**src/rtl/ref_timer_pkg.sv**
```systemverilog
`timescale 1ns/1ps
package ref_timer_pkg;

  // Register byte offsets
  localparam int OFF_CTRL = 'h00;
  localparam int OFF_CMP  = 'h04;
  localparam int OFF_CAP  = 'h08;
  localparam int OFF_CNT  = 'h0C;
  localparam int OFF_STAT = 'h11;

  // Control register field positions
  localparam int CTRL_EN      = 0;
  localparam int CTRL_SRC_LSB = 1;
  localparam int CTRL_RESTART = 3;
  localparam int CTRL_IRQ_EN  = 4;
  localparam int CTRL_PS_LSB  = 8;

  // Status register field positions
  localparam int STAT_REF = 1;

  typedef enum logic [1:0] {
    SRC_OFF0  = 2'd0,
    SRC_SYS   = 2'd1,
    SRC_SYS16 = 2'd2,
    SRC_OFF3  = 2'd3
  } src_sel_e;

endpackage

```
**src/rtl/rt_prescaler.sv**
```systemverilog
`timescale 1ns/1ps
module rt_prescaler
  import ref_timer_pkg::*;
#(
  parameter int PS_W   = 8,
  parameter int SDIV_W = 4
) (
  input  logic            clk,
  input  logic            rst_n,
  input  logic            run,
  input  logic            phase_clr,
  input  src_sel_e        src,
  input  logic [PS_W-1:0] ps_val,
  output logic            tick
);

  localparam logic [SDIV_W-1:0] SDIV_LAST = '1;

  logic [SDIV_W-1:0] sdiv_q, sdiv_d;
  logic [PS_W-1:0]   pcnt_q, pcnt_d;
  logic              live;
  logic              src_tick;
  logic              ps_wrap;

  always_comb begin
    live = run & ~phase_clr;
    unique case (src)
      SRC_SYS:   src_tick = 1'b1;
      SRC_SYS16: src_tick = (sdiv_q == SDIV_LAST);
      default:   src_tick = 1'b0;
    endcase
    ps_wrap = (pcnt_q == ps_val);
    tick    = live & src_tick & ps_wrap;

    sdiv_d = sdiv_q;
    pcnt_d = pcnt_q;
    if (!live) begin
      sdiv_d = '0;
      pcnt_d = '0;
    end else begin
      if (src == SRC_SYS16) sdiv_d = sdiv_q + SDIV_W'(1);
      if (src_tick)         pcnt_d = ps_wrap ? '0 : pcnt_q + PS_W'(1);
    end
  end

  always_ff @(posedge clk or negedge rst_n) begin
    if (!rst_n) begin
      sdiv_q <= '0;
      pcnt_q <= '0;
    end else begin
      sdiv_q <= sdiv_d;
      pcnt_q <= pcnt_d;
    end
  end

endmodule

```
**src/rtl/rt_counter.sv**
```systemverilog
`timescale 1ns/1ps
module rt_counter #(
  parameter int CNT_W = 16
) (
  input  logic             clk,
  input  logic             rst_n,
  input  logic             run,
  input  logic             restart,
  input  logic             tick,
  input  logic [CNT_W-1:0] cmp_val,
  input  logic             ld,
  input  logic [CNT_W-1:0] ld_val,
  input  logic             flag_clr,
  output logic [CNT_W-1:0] cnt_q,
  output logic             flag_q,
  output logic             hit
);

  logic [CNT_W-1:0] cnt_d;
  logic             flag_d;

  always_comb begin
    hit = tick & (cnt_q == cmp_val);

    cnt_d = cnt_q;
    if (!run) begin
      cnt_d = '0;
    end else if (ld) begin
      cnt_d = ld_val;
    end else if (tick) begin
      cnt_d = (hit && restart) ? '0 : cnt_q + CNT_W'(1);
    end

    // a new match wins over a clear in the same cycle
    flag_d = (flag_q & ~flag_clr) | hit;
  end

  always_ff @(posedge clk or negedge rst_n) begin
    if (!rst_n) begin
      cnt_q  <= '0;
      flag_q <= 1'b0;
    end else begin
      cnt_q  <= cnt_d;
      flag_q <= flag_d;
    end
  end

endmodule

```
**src/rtl/rt_regs.sv**
```systemverilog
`timescale 1ns/1ps
module rt_regs
  import ref_timer_pkg::*;
#(
  parameter int DATA_W = 16,
  parameter int ADDR_W = 5
) (
  input  logic              clk,
  input  logic              rst_n,
  input  logic [ADDR_W-1:0] addr,
  input  logic              wr,
  input  logic [DATA_W-1:0] wdata,
  output logic [DATA_W-1:0] ctrl_q,
  output logic [DATA_W-1:0] cmp_q,
  output logic [DATA_W-1:0] cap_q,
  output logic              wr_cnt,
  output logic              wr_stat,
  output logic              phase_clr
);

  logic [DATA_W-1:0] ctrl_d, cmp_d, cap_d;
  logic              wr_ctrl, wr_cmp, wr_cap;
  logic              turn_off;

  always_comb begin
    wr_ctrl   = wr & (addr == ADDR_W'(OFF_CTRL));
    wr_cmp    = wr & (addr == ADDR_W'(OFF_CMP));
    wr_cap    = wr & (addr == ADDR_W'(OFF_CAP));
    wr_cnt    = wr & (addr == ADDR_W'(OFF_CNT));
    wr_stat   = wr & (addr == ADDR_W'(OFF_STAT));
    phase_clr = wr_ctrl | wr_cmp;
    turn_off  = wr_ctrl & ctrl_q[CTRL_EN] & ~wdata[CTRL_EN];

    ctrl_d = ctrl_q;
    cmp_d  = cmp_q;
    cap_d  = cap_q;
    if (wr_ctrl) ctrl_d = turn_off ? '0 : wdata;
    if (turn_off)    cmp_d = '0;
    else if (wr_cmp) cmp_d = wdata;
    if (wr_cap) cap_d = wdata;
  end

  always_ff @(posedge clk or negedge rst_n) begin
    if (!rst_n) begin
      ctrl_q <= '0;
      cmp_q  <= '0;
      cap_q  <= '0;
    end else begin
      ctrl_q <= ctrl_d;
      cmp_q  <= cmp_d;
      cap_q  <= cap_d;
    end
  end

endmodule

```
**src/rtl/ref_timer.sv**
```systemverilog
`timescale 1ns/1ps
module ref_timer
  import ref_timer_pkg::*;
#(
  parameter int DATA_W = 16,
  parameter int ADDR_W = 5,
  parameter int PS_W   = 8,
  parameter int SDIV_W = 4
) (
  input  logic              clk,
  input  logic              rst_n,
  input  logic [ADDR_W-1:0] bus_addr,
  input  logic              bus_wr,
  input  logic              bus_rd,
  input  logic [DATA_W-1:0] bus_wdata,
  output logic [DATA_W-1:0] bus_rdata,
  output logic              irq
);

  localparam int SYNC_STAGES = 2;

  logic [SYNC_STAGES-1:0] rst_sync_q;
  logic                   rst_ni;
  logic [DATA_W-1:0]      ctrl_q, cmp_q, cap_q, cnt_q;
  logic                   wr_cnt, wr_stat, phase_clr;
  logic                   run, restart, irq_en;
  src_sel_e               src_sel;
  logic                   tick, hit, flag_q;
  logic [DATA_W-1:0]      rd_mux;
  logic [DATA_W-1:0]      rdata_q;

  // reset: asserts asynchronously, releases on a clock edge
  always_ff @(posedge clk or negedge rst_n) begin
    if (!rst_n) rst_sync_q <= '0;
    else        rst_sync_q <= {rst_sync_q[SYNC_STAGES-2:0], 1'b1};
  end
  assign rst_ni = rst_sync_q[SYNC_STAGES-1];

  rt_regs #(.DATA_W(DATA_W), .ADDR_W(ADDR_W)) u_regs (
    .clk       (clk),
    .rst_n     (rst_ni),
    .addr      (bus_addr),
    .wr        (bus_wr),
    .wdata     (bus_wdata),
    .ctrl_q    (ctrl_q),
    .cmp_q     (cmp_q),
    .cap_q     (cap_q),
    .wr_cnt    (wr_cnt),
    .wr_stat   (wr_stat),
    .phase_clr (phase_clr)
  );

  assign run     = ctrl_q[CTRL_EN];
  assign restart = ctrl_q[CTRL_RESTART];
  assign irq_en  = ctrl_q[CTRL_IRQ_EN];
  assign src_sel = src_sel_e'(ctrl_q[CTRL_SRC_LSB +: 2]);

  rt_prescaler #(.PS_W(PS_W), .SDIV_W(SDIV_W)) u_ps (
    .clk       (clk),
    .rst_n     (rst_ni),
    .run       (run),
    .phase_clr (phase_clr),
    .src       (src_sel),
    .ps_val    (ctrl_q[CTRL_PS_LSB +: PS_W]),
    .tick      (tick)
  );

  rt_counter #(.CNT_W(DATA_W)) u_cnt (
    .clk      (clk),
    .rst_n    (rst_ni),
    .run      (run),
    .restart  (restart),
    .tick     (tick),
    .cmp_val  (cmp_q),
    .ld       (wr_cnt),
    .ld_val   (bus_wdata),
    .flag_clr (wr_stat & bus_wdata[STAT_REF]),
    .cnt_q    (cnt_q),
    .flag_q   (flag_q),
    .hit      (hit)
  );

  assign irq = irq_en & flag_q;

  always_comb begin
    rd_mux = '0;
    unique case (bus_addr)
      ADDR_W'(OFF_CTRL): rd_mux = ctrl_q;
      ADDR_W'(OFF_CMP):  rd_mux = cmp_q;
      ADDR_W'(OFF_CAP):  rd_mux = cap_q;
      ADDR_W'(OFF_CNT):  rd_mux = cnt_q;
      ADDR_W'(OFF_STAT): rd_mux[STAT_REF] = flag_q;
      default:           rd_mux = '0;
    endcase
  end

  always_ff @(posedge clk or negedge rst_ni) begin
    if (!rst_ni)     rdata_q <= '0;
    else if (bus_rd) rdata_q <= rd_mux;
  end
  assign bus_rdata = rdata_q;

endmodule

```
**config.mk**
```make
export PLATFORM = sky130hd
export DESIGN_NAME = ref_timer
export DESIGN_NICKNAME = d
export VERILOG_FILES = /design/src/rtl/ref_timer_pkg.sv /design/src/rtl/rt_prescaler.sv /design/src/rtl/rt_counter.sv /design/src/rtl/rt_regs.sv /design/src/rtl/ref_timer.sv
export SDC_FILE = /design/constraint.sdc
export NUM_CORES = 1
export LEC_CHECK = 0
export BUFFER_PORTS_ARGS = -buffer_cell sky130_fd_sc_hd__buf_4
export CAP_MARGIN = 5
export CORE_UTILIZATION = 54
export DETAILED_ROUTE_END_ITERATION = 12
export PLACE_DENSITY_LB_ADDON = 0.15
export SYNTH_ARGS = -nofsm -noshare
export SYNTH_HDL_FRONTEND = slang
export SYNTH_HIERARCHICAL = 1
export SYNTH_SLANG_ARGS = --single-unit
```
**constraint.sdc**
```tcl
create_clock -name clk -period 2.6 [get_ports clk]
set_input_delay 0.26 -clock clk [delete_from_list [all_inputs] [get_ports clk]]
set_output_delay 0.26 -clock clk [all_outputs]
set_load 0.01 [all_outputs]
```
==> impl_metrics.ini <==
[run_status]
status = complete, no violations

[clocking]
htreeDepth = 3
worstSkewPairLatency_ns = 0.37
cts-root-buf = clkbuf_8
clk_path_buf_depth = 2
numCtsBuffers = 9
path_clk_slew_ns = 0.09
clkSinkCount = 95
cts_tree = done

[timing]
period_share_pct = 89.15
drv_slew = 0
setup_viol = 0
rsz0062_at_grt = false
worst_pin_slew_ns = 0.8294
slew_headroom_pct = 44.70
worst_clock_skew_ns = 0.009386
setup_tns_ns = 0
fin_crit_ns = 2.318
hold_viol = 0
clock.fmax_mhz = 431.4

[detailed_routing]
finalWirelength_um = 12900
viasPerCell = 5.979
ant_nets = 0
routedWlPerCell_um = 19.43
dr.pass1.iters = 5
drc = 0
vias = 3970
drt_iter0_drc = 262

[grt]
grt_usage_pct = 27.36
first_global_vias = 3914
gr-total-overflow = 0
grt_pass1_wl_um = 20980
antenna_found_initial = 0
grt_start_max_net_pins = 47

[place]
place.gp.congestion = 0.8665
placed_area_sq_um = 5708
io_buffers = 41
dp_hpwl_um = 9119

[critical_path]
worstRegToRegCells = 9
critPathRequiredTime_ns = 2.85
cp-start-kind = flop
critPathCaptureType = flop
crit_fanout = 13
critical_path_class = reg -> reg
worst_ep_arrival_time_ns = 2.57

[floorplanning]
core-area_sq_um = 9371
start_util_pct = 56.46
rows = 35
die_h_um = 101.0
dieArea_sq_um = 10200
die_w_um = 101.0
num_io_pins = 42

[power_and_ir_drop]
peakVddDrop_mv = 0.2561
p_leak_nw = 2.713
p_per_area_nw_per_um2 = 575.3

[hold_path]
hold_path_class = in -> reg
whs_path_depth = 3

[logic_synthesis]
synthCells = 490
synth_area_sq_um = 5291
synth_nets = 520
yosysWarningCount = 6
syn_area_per_cell_sq_um = 10.80

[cells_and_area]
fin_area_sq_um = 5886
layout-drive-gt1-share_pct = 25.05
area_growth_pct = 11.23
diodes = 0
finalNetCount = 560

[job]
maxCapViolCount = 0
worst max-delay path: stages (launching register included):
cell,delay [ns]
dfrtp_1,0.41
inv_1,0.06
ha_1,0.31
or3_4,0.43
nor2_4,0.20
and3_1,0.17
nand4_1,0.13
o21ai_2,0.17
buf_4,0.21
o21ai_0,0.11
layout by cell type, fill, tap and decap left out, drive strengths merged, types with 2 or more instances in the layout:
cell type,n
and4,2
a22oi,2
nand2b,5
nor2,20
mux2i,4
and2,4
a21o,5
nand4,5
o22ai,25
clkbuf,12
a21oi,14
o21ai,46
xnor2,7
dfrtp,95
nand3,8
or3,2
clkinv,4
or2,2
and3,6
mux4,16
nor3b,14
a22o,17
nand2,39
nor2b,2
buf,58
mux2,17
inv,42
ha,5
nor3,5
o31a,2
nand4b,3
xor2,28
or4b,2
nor4,7
sequential cells by signal (all words and copies together), names as in the netlist:
signal / cells
bus_rdata: 16
u_cnt/cnt_q: 16
u_regs/cap_q: 16
u_regs/cmp_q: 16
u_regs/ctrl_q: 16
u_ps/pcnt_q: 8
u_ps/sdiv_q: 4
rst_sync_q: 2
u_cnt/flag_q: 1
metal layers:
layer,vias up,track usage (%),share of wire [%]
met5,-,0,0
met4,0,9.365,1.5
met3,21,3.814,4.9
met2,122,41.78,47
met1,2007,40.20,46
li1,1820,-,-
timing repair:
item	4_1_cts	5_1_grt
gates resized for setup	0	3
setup buffers	0	0
endpoints found under the setup margin	0	17
hold endpoints to repair	2	0
hold buffers	1	0
through the flow:
stage	util, %	hold slack, ns	instances	total power, W	setup WS, ns
global placement	60.91	0.04255	647	0.002512	0.2113
floorplan	-	-0.03559	490	0.002287	0.1393
CTS	62.71	0.1522	664	0.003392	0.07354
global route	62.80	0.1557	664	0.003555	0.1149
finish	62.80	0.1487	664	0.003386	0.2820
detailed placement	60.91	0.04406	647	0.002536	0.1078
final cells by class:
| cell class | instances | area [sq um] |
|---|---|---|
| Fill cell | 827 | 3486 |
| Inverter | 42 | 157.7 |
| Clock inverter | 4 | 23.77 |
| Sequential cell | 95 | 2381 |
| Tap cell | 129 | 161.4 |
| Timing Repair Buffer | 59 | 457.9 |
| Clock buffer | 12 | 135.1 |
| Multi-Input combinational cell | 323 | 2569 |
power by group:
| part | internal [W] | leakage (nW) | switching, W | total (W) |
|---|---|---|---|---|
| registers | 0.00163 | 1.27 | 0.000155 | 0.00179 |
| logic | 0.000373 | 1.36 | 0.000360 | 0.000733 |
| clock network | 0.000347 | 0.0841 | 0.000518 | 0.000864 |
worst paths after layout:
kind / start / end / slack (ns)
worst max-delay path: u_regs/ctrl_q[1]$_DFFE_PN0P_ / u_cnt/cnt_q[12]$_DFFE_PN0P_ / 0.28
worst min-delay path: bus_wdata[12] / u_cnt/cnt_q[12]$_DFFE_PN0P_ / 0.15
worst max register to register: u_regs/ctrl_q[1]$_DFFE_PN0P_ / u_cnt/cnt_q[12]$_DFFE_PN0P_ / 0.28
worst min register to register: rst_sync_q[1]$_DFF_PN0_ / u_regs/cap_q[10]$_DFFE_PN0P_ / 0.35
max in group asynchronous: rst_sync_q[1]$_DFF_PN0_ / u_cnt/flag_q$_DFF_PN0_ / 1.54
min in group asynchronous: rst_n / rst_sync_q[1]$_DFF_PN0_ / 0.20
(Power assumes the default switching activity.)
